**src/rtl/bju_pkg.sv**
```systemverilog
package bju_pkg;

   typedef enum logic [3:0] {
      OP_NONE      = 4'd0,
      OP_LTZ       = 4'd1,
      OP_GEZ       = 4'd2,
      OP_LTZ_LK    = 4'd3,
      OP_GEZ_LK    = 4'd4,
      OP_LTZ_RA    = 4'd5,
      OP_GEZ_RA    = 4'd6,
      OP_LTZ_RA_LK = 4'd7,
      OP_GEZ_RA_LK = 4'd8,
      OP_FCF       = 4'd9,
      OP_FCT       = 4'd10,
      OP_FCF_LK    = 4'd11,
      OP_FCT_LK    = 4'd12,
      OP_JMP       = 4'd13,
      OP_JMP_RA    = 4'd14,
      OP_RSVD      = 4'd15
   } bju_op_e;

   typedef enum logic [1:0] {
      CLS_NONE = 2'd0,
      CLS_SIGN = 2'd1,
      CLS_FPU  = 2'd2,
      CLS_JUMP = 2'd3
   } bju_cls_e;

   // sense: sign class -> taken on negative; fpu class -> taken on bit set
   typedef struct packed {
      bju_cls_e cls;
      logic     sense;
      logic     link;
      logic     likely;
   } bju_attr_t;

   function automatic bju_attr_t bju_decode(input logic [3:0] code);
      bju_attr_t a;
      a = '{cls: CLS_NONE, sense: 1'b0, link: 1'b0, likely: 1'b0};
      case (code)
         OP_LTZ:       a = '{CLS_SIGN, 1'b1, 1'b0, 1'b0};
         OP_GEZ:       a = '{CLS_SIGN, 1'b0, 1'b0, 1'b0};
         OP_LTZ_LK:    a = '{CLS_SIGN, 1'b1, 1'b0, 1'b1};
         OP_GEZ_LK:    a = '{CLS_SIGN, 1'b0, 1'b0, 1'b1};
         OP_LTZ_RA:    a = '{CLS_SIGN, 1'b1, 1'b1, 1'b0};
         OP_GEZ_RA:    a = '{CLS_SIGN, 1'b0, 1'b1, 1'b0};
         OP_LTZ_RA_LK: a = '{CLS_SIGN, 1'b1, 1'b1, 1'b1};
         OP_GEZ_RA_LK: a = '{CLS_SIGN, 1'b0, 1'b1, 1'b1};
         OP_FCF:       a = '{CLS_FPU,  1'b0, 1'b0, 1'b0};
         OP_FCT:       a = '{CLS_FPU,  1'b1, 1'b0, 1'b0};
         OP_FCF_LK:    a = '{CLS_FPU,  1'b0, 1'b0, 1'b1};
         OP_FCT_LK:    a = '{CLS_FPU,  1'b1, 1'b0, 1'b1};
         OP_JMP:       a = '{CLS_JUMP, 1'b0, 1'b0, 1'b0};
         OP_JMP_RA:    a = '{CLS_JUMP, 1'b0, 1'b1, 1'b0};
         default:      a = '{CLS_NONE, 1'b0, 1'b0, 1'b0};
      endcase
      return a;
   endfunction

endpackage

```
**src/rtl/bju_cond.sv**
```systemverilog
module bju_cond
   import bju_pkg::*;
#(
   parameter int XLEN = 32
) (
   input  bju_cls_e          cls,
   input  logic              sense,
   input  logic [XLEN-1:0]   rs_val,
   input  logic              fcc,
   output logic              cond
);

   generate
      if (XLEN < 8) begin : g_bad_xlen
         $error("bju_cond: XLEN must be at least 8");
      end
   endgenerate

   logic rs_neg;

   assign rs_neg = ($signed(rs_val) < 0);

   always_comb begin
      case (cls)
         CLS_SIGN: cond = (rs_neg == sense);
         CLS_FPU:  cond = (fcc == sense);
         CLS_JUMP: cond = 1'b1;
         default:  cond = 1'b0;
      endcase
   end

endmodule

```
**src/rtl/bju_target.sv**
```systemverilog
module bju_target #(
   parameter int XLEN  = 32,
   parameter int IMM_W = 16,
   parameter int IDX_W = 26
) (
   input  logic [XLEN-1:0]  pc,
   input  logic [IMM_W-1:0] imm,
   input  logic [IDX_W-1:0] jidx,
   output logic [XLEN-1:0]  pc_seq,
   output logic [XLEN-1:0]  br_tgt,
   output logic [XLEN-1:0]  jmp_tgt
);

   localparam int EXT_W    = XLEN - IMM_W - 2;
   localparam int REGION_W = XLEN - IDX_W - 2;

   generate
      if (EXT_W < 0) begin : g_bad_imm
         $error("bju_target: IMM_W too wide for XLEN");
      end
      if (REGION_W < 0) begin : g_bad_idx
         $error("bju_target: IDX_W too wide for XLEN");
      end
   endgenerate

   logic [XLEN-1:0] pc_ds;
   logic [XLEN-1:0] offs;

   assign pc_ds  = pc + XLEN'(4);
   assign pc_seq = pc + XLEN'(8);

   generate
      if (EXT_W > 0) begin : g_ext
         assign offs = {{EXT_W{imm[IMM_W-1]}}, imm, 2'b00};
      end else begin : g_noext
         assign offs = {imm, 2'b00};
      end
   endgenerate

   assign br_tgt = pc_ds + offs;

   generate
      if (REGION_W > 0) begin : g_region
         assign jmp_tgt = {pc_ds[XLEN-1 -: REGION_W], jidx, 2'b00};
      end else begin : g_noregion
         assign jmp_tgt = {jidx, 2'b00};
      end
   endgenerate

endmodule

```
**src/rtl/bju_ctl.sv**
```systemverilog
module bju_ctl
   import bju_pkg::*;
#(
   parameter int XLEN     = 32,
   parameter int RIDX_W   = 5,
   parameter int LINK_REG = 31
) (
   input  logic              vld,
   input  bju_attr_t         attr,
   input  logic              cond,
   input  logic              cop_en,
   input  logic [RIDX_W-1:0] rs_idx,
   input  logic [XLEN-1:0]   pc_seq,
   input  logic [XLEN-1:0]   br_tgt,
   input  logic [XLEN-1:0]   jmp_tgt,
   output logic              redir_vld,
   output logic [XLEN-1:0]   redir_pc,
   output logic              taken,
   output logic              nullify,
   output logic              link_we,
   output logic [XLEN-1:0]   link_data,
   output logic              cop_exc,
   output logic              bad_enc
);

   generate
      if (LINK_REG >= (1 << RIDX_W)) begin : g_bad_link
         $error("bju_ctl: LINK_REG does not fit in RIDX_W bits");
      end
   endgenerate

   logic active;
   logic go;

   assign active  = vld && (attr.cls != CLS_NONE);
   assign cop_exc = active && (attr.cls == CLS_FPU) && !cop_en;
   assign bad_enc = active && attr.link && (attr.cls == CLS_SIGN)
                    && (rs_idx == RIDX_W'(LINK_REG));
   assign go      = active && !cop_exc && !bad_enc;

   assign redir_vld = go;
   assign taken     = go && cond;
   assign nullify   = go && attr.likely && !cond;
   assign link_we   = go && attr.link;
   assign link_data = link_we ? pc_seq : '0;

   always_comb begin
      if (!go)
         redir_pc = '0;
      else if (!cond)
         redir_pc = pc_seq;
      else if (attr.cls == CLS_JUMP)
         redir_pc = jmp_tgt;
      else
         redir_pc = br_tgt;
   end

endmodule

```
**src/rtl/bju_resolve.sv**
```systemverilog
module bju_resolve
   import bju_pkg::*;
#(
   parameter int XLEN     = 32,
   parameter int IMM_W    = 16,
   parameter int IDX_W    = 26,
   parameter int RIDX_W   = 5,
   parameter int LINK_REG = 31,
   parameter bit REG_OUT  = 1'b1
) (
   input  logic              clk,
   input  logic              rst_n,
   input  logic              in_vld,
   input  logic [3:0]        op,
   input  logic [XLEN-1:0]   pc,
   input  logic [XLEN-1:0]   rs_val,
   input  logic [RIDX_W-1:0] rs_idx,
   input  logic [IMM_W-1:0]  imm,
   input  logic [IDX_W-1:0]  jidx,
   input  logic              fcc,
   input  logic              cop_en,
   output logic              redir_vld,
   output logic [XLEN-1:0]   redir_pc,
   output logic              taken,
   output logic              nullify_ds,
   output logic              link_we,
   output logic [XLEN-1:0]   link_data,
   output logic              cop_unusable,
   output logic              bad_enc
);

   bju_attr_t       attr;
   logic            cond;
   logic [XLEN-1:0] pc_seq, br_tgt, jmp_tgt;

   logic            c_rv, c_tk, c_nul, c_lwe, c_cop, c_bad;
   logic [XLEN-1:0] c_rpc, c_ldat;

   assign attr = bju_decode(op);

   bju_cond #(.XLEN(XLEN)) i_cond (
      .cls    (attr.cls),
      .sense  (attr.sense),
      .rs_val (rs_val),
      .fcc    (fcc),
      .cond   (cond)
   );

   bju_target #(.XLEN(XLEN), .IMM_W(IMM_W), .IDX_W(IDX_W)) i_target (
      .pc      (pc),
      .imm     (imm),
      .jidx    (jidx),
      .pc_seq  (pc_seq),
      .br_tgt  (br_tgt),
      .jmp_tgt (jmp_tgt)
   );

   bju_ctl #(.XLEN(XLEN), .RIDX_W(RIDX_W), .LINK_REG(LINK_REG)) i_ctl (
      .vld       (in_vld),
      .attr      (attr),
      .cond      (cond),
      .cop_en    (cop_en),
      .rs_idx    (rs_idx),
      .pc_seq    (pc_seq),
      .br_tgt    (br_tgt),
      .jmp_tgt   (jmp_tgt),
      .redir_vld (c_rv),
      .redir_pc  (c_rpc),
      .taken     (c_tk),
      .nullify   (c_nul),
      .link_we   (c_lwe),
      .link_data (c_ldat),
      .cop_exc   (c_cop),
      .bad_enc   (c_bad)
   );

   generate
      if (REG_OUT) begin : g_reg
         always_ff @(posedge clk or negedge rst_n) begin
            if (!rst_n) begin
               redir_vld    <= 1'b0;
               redir_pc     <= '0;
               taken        <= 1'b0;
               nullify_ds   <= 1'b0;
               link_we      <= 1'b0;
               link_data    <= '0;
               cop_unusable <= 1'b0;
               bad_enc      <= 1'b0;
            end else begin
               redir_vld    <= c_rv;
               redir_pc     <= c_rpc;
               taken        <= c_tk;
               nullify_ds   <= c_nul;
               link_we      <= c_lwe;
               link_data    <= c_ldat;
               cop_unusable <= c_cop;
               bad_enc      <= c_bad;
            end
         end


         cop_blocks_all_chk: assert property (@(posedge clk) disable iff (!rst_n)
            cop_unusable |-> !(redir_vld || link_we || nullify_ds || taken));


         bad_enc_quiet_chk: assert property (@(posedge clk) disable iff (!rst_n)
            bad_enc |-> !(link_we || redir_vld || nullify_ds));


         nullify_on_miss_chk: assert property (@(posedge clk) disable iff (!rst_n)
            nullify_ds |-> (redir_vld && !taken));


         miss_seq_pc_chk: assert property (@(posedge clk) disable iff (!rst_n)
            (redir_vld && !taken) |-> (redir_pc == $past(pc) + XLEN'(8)));


         link_ret_addr_chk: assert property (@(posedge clk) disable iff (!rst_n)
            link_we |-> (link_data == $past(pc) + XLEN'(8)));


         result_needs_valid_chk: assert property (@(posedge clk) disable iff (!rst_n)
            (redir_vld || cop_unusable || bad_enc) |-> $past(in_vld));


         one_outcome_chk: assert property (@(posedge clk) disable iff (!rst_n)
            $onehot0({redir_vld, cop_unusable, bad_enc}));
      end else begin : g_comb
         assign redir_vld    = c_rv;
         assign redir_pc     = c_rpc;
         assign taken        = c_tk;
         assign nullify_ds   = c_nul;
         assign link_we      = c_lwe;
         assign link_data    = c_ldat;
         assign cop_unusable = c_cop;
         assign bad_enc      = c_bad;
      end
   endgenerate

endmodule

```
**config.mk**
```make
export PLATFORM = sky130hd
export DESIGN_NAME = bju_resolve
export DESIGN_NICKNAME = d
export VERILOG_FILES = /design/src/rtl/bju_pkg.sv /design/src/rtl/bju_cond.sv /design/src/rtl/bju_target.sv /design/src/rtl/bju_ctl.sv /design/src/rtl/bju_resolve.sv
export SDC_FILE = /design/constraint.sdc
export NUM_CORES = 1
export LEC_CHECK = 0
export CAP_MARGIN = 20
export CORE_MARGIN = 10
export CORE_UTILIZATION = 50
export CTS_BUF_LIST = sky130_fd_sc_hd__clkbuf_2 sky130_fd_sc_hd__clkbuf_4 sky130_fd_sc_hd__clkbuf_8
export CTS_CLUSTER_DIAMETER = 40
export DETAILED_ROUTE_END_ITERATION = 16
export DONT_BUFFER_PORTS = 1
export SLEW_MARGIN = 20
export SYNTH_ARGS = -nofsm -noshare
export SYNTH_HDL_FRONTEND = slang
export SYNTH_SLANG_ARGS = --single-unit
```
**constraint.sdc**
```tcl
create_clock -name clk -period 0.95 [get_ports clk]
set_input_delay 0.2375 -clock clk [delete_from_list [all_inputs] [get_ports clk]]
set_output_delay 0.2375 -clock clk [all_outputs]
set_load 0.01 [all_outputs]
```
==> impl_metrics.json, run 1 <==
{
  "status": "complete, but fails checks",
  "violations": "hold timing, setup timing",
  "grt_pass1_vias": 5887,
  "critical_path_class": "input port to flop",
  "synth_edf_count": 0,
  "design_area_sq_um": 8530,
  "cpPeakStageDelay_ns": 0.30,
  "dpl.hpwl_microns": 15700,
  "place_area_sq_um": 7000,
  "cts_root_buf": "clkbuf_8",
  "cts.clk_slew.worst_paths_ns": 0.10,
  "ant_nets": 0,
  "track_usage_pct": 27.6,
  "register_area_sq_um": 1750,
  "drv_slew": 0,
  "tightest_slew_ns": 0.542,
  "drive_gt1_share_pct": 47.4,
  "fin_nets": 968,
  "synth_area_sq_um": 5460,
  "wl_microns": 22900,
  "cts-htree-levels": 3,
  "pre_cts_ws_ns": -2.62,
  "worstPathCellList": "ha_4 > nand2_4 > nor4_4 > and3_4 > nor3b_4 > buf_4 > buf_4 > nand2_1 > xnor2_1 > ha_1 > buf_4 > a21o_1 > a21oi_2 > nand3b_1 > o221ai_1 > buf_4 > o21ai_1 > xnor2_1 > a21oi_1",
  "synth_nets": 794,
  "yosys-top-cells-area": "dfrtp_1 32%, ha_1 10%, xnor2_1 8.3%, nor2_1 5.4%, xor2_1 4.5%",
  "avgSynthCellArea_sq_um": 8.67,
  "tritoncts": "done",
  "stdcell_count": 949,
  "finalPower_mw": 10.7,
  "cp_max_fo": 5,
  "row_count": 38,
  "yosysTopAreaCellShare_pct": 32.1,
  "clk_path_buf_depth": 2,
  "finalHoldViolCount": 70,
  "die_h_microns": 124,
  "power.leakage_nw": 3.82,
  "pin_count": 190,
  "ys.flop_type": "dfrtp_1",
  "vias": 5864,
  "cp.buffers_inverters": 4,
  "rsz0062_at_grt": "yes",
  "fin_crit_sh_pct": 332,
  "synthesis.instances": 629,
  "grt_max_degree": 71,
  "critPathArrivalTime_ns": 3.39,
  "cts_buffers": 9,
  "peakVddDrop_mv": 0.890,
  "endpoint_kind": "flop",
  "max-cap-violations": 0,
  "yosys_warnings": 0,
  "required_ns": 1.18,
  "start_util_pct": 50.8,
  "cts.sinks": 70,
  "avgViaCountPerCell": 6.18,
  "die_x_microns": 124,
  "relSlewSlack_pct": 63.6,
  "antenna_found_initial": 0,
  "core-area_sq_um": 10700,
  "firstDrtPassIters": 5,
  "fin_ws_ns": -2.20,
  "wl_per_cell_microns": 24.1,
  "port_buffers": 0,
  "fin_crit_ns": 3.15,
  "yosys.cell_types.count": 60,
  "worstSetupStartpointType": "input port",
  "ctsHoldBuffers": 1,
  "hold_path_class": "input port to async pin",
  "design.die.area_sq_um": 15500,
  "async_flop_share_pct": 100,
  "crit_family": "simple AND/OR/NAND/NOR gates",
  "gp_congestion": 0.962,
  "setup_viol": 140,
  "fmax_mhz": 317,
  "drt-initial-drc-count": 620,
  "yosysSeqAreaShare_pct": 32.1,
  "drcViolationCount": 0,
  "synth_top_area_cell": "dfrtp_1",
  "tns_ns": -98.31,
  "synth_seq_cells": 70,
  "multi_input_area_sq_um": 4490,
  "crit_slowest_cell": "ha_1",
  "syn2layout_area_growth_pct": 56.3,
  "placed_cells": 892,
  "whs_ns": -0.451,
  "final_util_pct": 79.4,
  "crit_top_cell": "buf_4",
  "grt_pass1_wl_microns": 34400,
  "p_per_area_nw_per_um2": 1250,
  "fillers": 655,
  "grt_overflow": 0
}
[cells in the mapped netlist, types with 2 or more instances]
cell type / count
a31oi_1: 6
clkbuf_1: 19
o21ai_0: 21
inv_1: 19
nand2_1: 46
o21bai_1: 3
and2_1: 6
nand3_1: 22
xnor2_1: 52
nor2b_1: 6
buf_2: 11
a311oi_1: 2
nor2_1: 79
a211o_1: 3
a211oi_1: 27
nor2_2: 3
buf_4: 2
a21oi_1: 29
a21oi_2: 3
nand4_1: 14
o21a_1: 5
o31ai_1: 4
and3_1: 10
ha_1: 44
a21o_1: 22
o21ai_1: 7
xor2_1: 28
mux2i_1: 2
o211ai_1: 3
a22o_1: 2
a221oi_1: 13
dfrtp_1: 70
o221ai_1: 2
nor3_1: 10
nand2b_1: 6
nand3_2: 4
[layout by cell type (no fill, tap or decap), types with 9 or more instances in the layout]
master,instances
xnor2_1,41
a21oi_1,18
o21ai_0,16
inv_1,12
buf_6,21
nand2_1,42
nor2_2,10
buf_4,156
dfrtp_1,70
ha_1,36
nand4_1,14
a211oi_2,22
xnor2_2,11
and3_1,9
nor2_1,39
a221oi_2,10
buf_12,11
xor2_1,25
nor2_4,33
nand3_1,16
a21oi_2,12
a21o_1,22
clkbuf_8,9
[power by group]
group / internal [mW] / leakage (nW) / switching (mW) / total, mW
sequential: 3.23 / 0.938 / 0.260 / 3.49
combinational: 2.25 / 2.78 / 2.39 / 4.65
clock: 1.22 / 0.0996 / 1.35 / 2.57
total: 6.70 / 3.82 / 4.00 / 10.7
[layout make-up]
cell class	instances	share of cell area, %
Clock inverter	7	0.865
Sequential cell	70	20.5
Multi-Input combinational cell	506	52.6
Inverter	20	1.17
Timing Repair Buffer	196	21.3
Antenna cell	1	0.0293
Clock buffer	9	1.45
Tap cell	140	2.05
[state kept, by name (all words and copies together) (netlist names)]
| name | cells |
|---|---|
| nullify_ds | 1 |
| taken | 1 |
| cop_unusable | 1 |
| redir_pc | 32 |
| link_we | 1 |
| link_data | 32 |
| redir_vld | 1 |
| bad_enc | 1 |
[logic make-up (layout without fill, tap and decap cells)]
kind of cell / after synthesis / in the layout / synth area share (%)
buffers and inverters: 54 / 232 / 4.24
AO/OA/AOI/OAI: 162 / 162 / 20.5
flip-flops: 70 / 70 / 32.1
adder cells (fa/ha/maj): 45 / 45 / 10.5
other: 0 / 1 / 0
multiplexers: 3 / 3 / 0.573
AND/OR/NAND/NOR: 215 / 216 / 19.3
XOR/XNOR: 80 / 80 / 12.8
[per-layer routing]
| layer | track usage, % | part of all wire (%) | routed length (microns) | up-vias |
|---|---|---|---|---|
| met1 | 34.5 | 39 | 8940 | 2870 |
| met5 | 0 | 0 | 0 | - |
| li1 | - | - | - | 2586 |
| met2 | 45.4 | 48 | 11100 | 362 |
| met4 | 8.09 | 2.1 | 471 | 0 |
| met3 | 7.57 | 11 | 2430 | 46 |
[worst max-delay path by stage]
stage          depth (start not counted)      endpoint  slack (ns)  start
4_1_cts                               16  redir_pc[31]       -2.10  pc[3]
3_5_place_dp                          16  redir_pc[31]       -2.62  pc[3]
6_report                              19  redir_pc[28]       -2.20  pc[3]
5_1_grt                               16  redir_pc[31]       -2.29  pc[3]
2_1_floorplan                         16  redir_pc[31]       -2.45  pc[2]
3_3_place_gp                          16  redir_pc[31]       -2.57  pc[3]
[what timing repair did]
action	4_1_cts	5_1_grt
setup endpoints to repair	140	140
hold endpoints to repair	72	70
buffers inserted	28	12
resized for setup	122	78
gates cloned	7	1
pin swaps	63	31
(Power assumes the default switching activity.)
==> run 2, diff against run 1 <==
--- a/config.mk
+++ b/config.mk
@@ -6,12 +6,12 @@
 export NUM_CORES = 1
 export LEC_CHECK = 0
 export CAP_MARGIN = 20
-export CORE_MARGIN = 10
 export CORE_UTILIZATION = 50
 export CTS_BUF_LIST = sky130_fd_sc_hd__clkbuf_2 sky130_fd_sc_hd__clkbuf_4 sky130_fd_sc_hd__clkbuf_8
 export CTS_CLUSTER_DIAMETER = 40
 export DETAILED_ROUTE_END_ITERATION = 16
 export DONT_BUFFER_PORTS = 1
+export GPL_ROUTABILITY_DRIVEN = 0
 export SLEW_MARGIN = 20
 export SYNTH_ARGS = -nofsm -noshare
 export SYNTH_HDL_FRONTEND = slang
==> impl_metrics.json, run 2 (synthesized netlist as in run 1, its figures left out) <==
{
  "hold_path_class": "input port to async pin",
  "fmax_mhz": 312,
  "pwr-share-seq_pct": 32.0,
  "tns_ns": -100.46,
  "dpl.hpwl_microns": 13500,
  "drt-initial-drc-count": 425,
  "wl_microns": 22300,
  "layout_commonest_cell": "buf_4",
  "track_usage_pct": 36.1,
  "reg.largest.list": "link_data: 32 flops, redir_pc: 32 flops",
  "finalPower_mw": 10.8,
  "critPathArrivalTime_ns": 3.46,
  "endpoint_kind": "flop",
  "pin_count": 190,
  "vias": 6053,
  "violations": "hold timing, setup timing",
  "design_area_sq_um": 8680,
  "syn2layout_area_growth_pct": 59.1,
  "wl_per_cell_microns": 23.3,
  "worstSetupStartpointType": "input port",
  "status": "complete, but fails checks",
  "stdcell_count": 957,
  "crit_family": "compound AO/OA/AOI/OAI gates",
  "whs_ns": -0.447,
  "placed_cells": 884,
  "clk_path_buf_depth": 2,
  "fillers": 593,
  "rsz0062_at_grt": "yes",
  "ctsHoldBuffers": 1,
  "core-area_sq_um": 10500,
  "cts_buffers": 9,
  "cts-htree-levels": 3,
  "fin_ws_ns": -2.26,
  "fin_nets": 981,
  "critical_path_class": "input port to flop",
  "row_count": 37,
  "finalHoldViolCount": 70,
  "tightest_slew_ns": 0.651,
  "cts.sinks": 70,
  "cpPeakStageDelay_ns": 0.42,
  "cts.clk_slew.worst_paths_ns": 0.10,
  "drcViolationCount": 0,
  "insertedDiodeCount": 0,
  "place_area_sq_um": 6940,
  "relSlewSlack_pct": 56.6,
  "cp_max_fo": 4,
  "p_comb_share_pct": 44.3,
  "grt_overflow": 0,
  "p_int_mw": 6.83,
  "peakVddDrop_mv": 1.00,
  "fin_crit_ns": 3.21,
  "avgViaCountPerCell": 6.32,
  "ant_nets": 0,
  "required_ns": 1.20,
  "grt_pass1_vias": 5964,
  "power.leakage_nw": 3.88,
  "netSwitchingFraction_pct": 37.0,
  "die_x_microns": 106,
  "grt_pass1_wl_microns": 31200,
  "cp.buffers_inverters": 1,
  "port_buffers": 0,
  "power_frac_clock_pct": 23.7,
  "fin_crit_sh_pct": 338,
  "drive_gt1_share_pct": 48.7,
  "cts_root_buf": "clkbuf_8",
  "grt_max_degree": 71,
  "firstDrtPassIters": 7,
  "start_util_pct": 52.2,
  "crit_slowest_cell": "a2111o_1",
  "max-cap-violations": 0,
  "drv_slew": 0,
  "antenna_found_initial": 0,
  "die_h_microns": 106,
  "design.die.area_sq_um": 11300,
  "most-common-layout-cells": "148 x buf_4, 70 x dfrtp_1, 45 x buf_6",
  "worstPathCellList": "ha_4 > nand2_4 > nor4_4 > and3_4 > nor3b_4 > buf_6 > nand2_1 > xnor2_2 > ha_1 > a211o_1 > a2111o_1 > o21ai_2 > xnor2_2 > mux2_4 > a22o_1",
  "crit_top_cell": "xnor2_2",
  "tritoncts": "done",
  "p_per_area_nw_per_um2": 1250,
  "setup_viol": 140,
  "p_sw_mw": 4.01
}
-- run 2: final timing paths --
kind	endpoint	slack, ns	depth (start not counted)	from
setup / recovery	redir_pc[31]	-2.26	15	pc[3]
hold / removal	link_data[22]	-0.45	0	rst_n
min in group clk	redir_pc[4]	0.06	2	jidx[2]
max in group asynchronous	link_data[23]	1.27	0	rst_n
-- run 2: power groups by stage --
| stage | registers (mW) | logic, mW | clock network [mW] |
|---|---|---|---|
| floorplan | 3.48 | 2.23 | 0 |
| global route | 3.49 | 5.04 | 2.71 |
| global placement | 3.52 | 3.18 | 0 |
| CTS | 3.47 | 4.16 | 2.57 |
| finish | 3.47 | 4.80 | 2.57 |
| detailed placement | 3.53 | 3.25 | 0 |
-- run 2: routing by layer --
metal,GRT usage [%],vias up,wire length (microns)
li1,-,2615,-
met1,43.3,2924,8170
met2,59.7,420,10900
met3,8.83,94,2150
met4,18.8,0,1030
met5,0,-,0
-- run 2: final cells by class --
type,instances,area [sq um],share of cell area [%]
sequential,70,1750,20.2
inverter,20,100,1.15
timing repair buffer,209,1950,22.5
multi-input combinational,506,4510,51.9
clock buffer,9,124,1.43
tap,136,170,1.96
clock inverter,7,72.6,0.836
-- run 2: metrics by stage --
stage | worst slack (ns) | util [%]
5_1_grt | -2.38 | 83.0
3_3_place_gp | -2.54 | 66.3
6_report | -2.26 | 83.0
2_1_floorplan | -2.45 | -
4_1_cts | -2.16 | 77.6
3_5_place_dp | -2.63 | 66.3
-- run 2: what timing repair did --
item | 4_1_cts | 5_1_grt
hold endpoints to repair | 72 | 70
endpoints found under the setup margin | 140 | 140
resized for setup | 119 | 120
cloned | 8 | 0
pin swaps | 66 | 79
setup buffers | 36 | 35
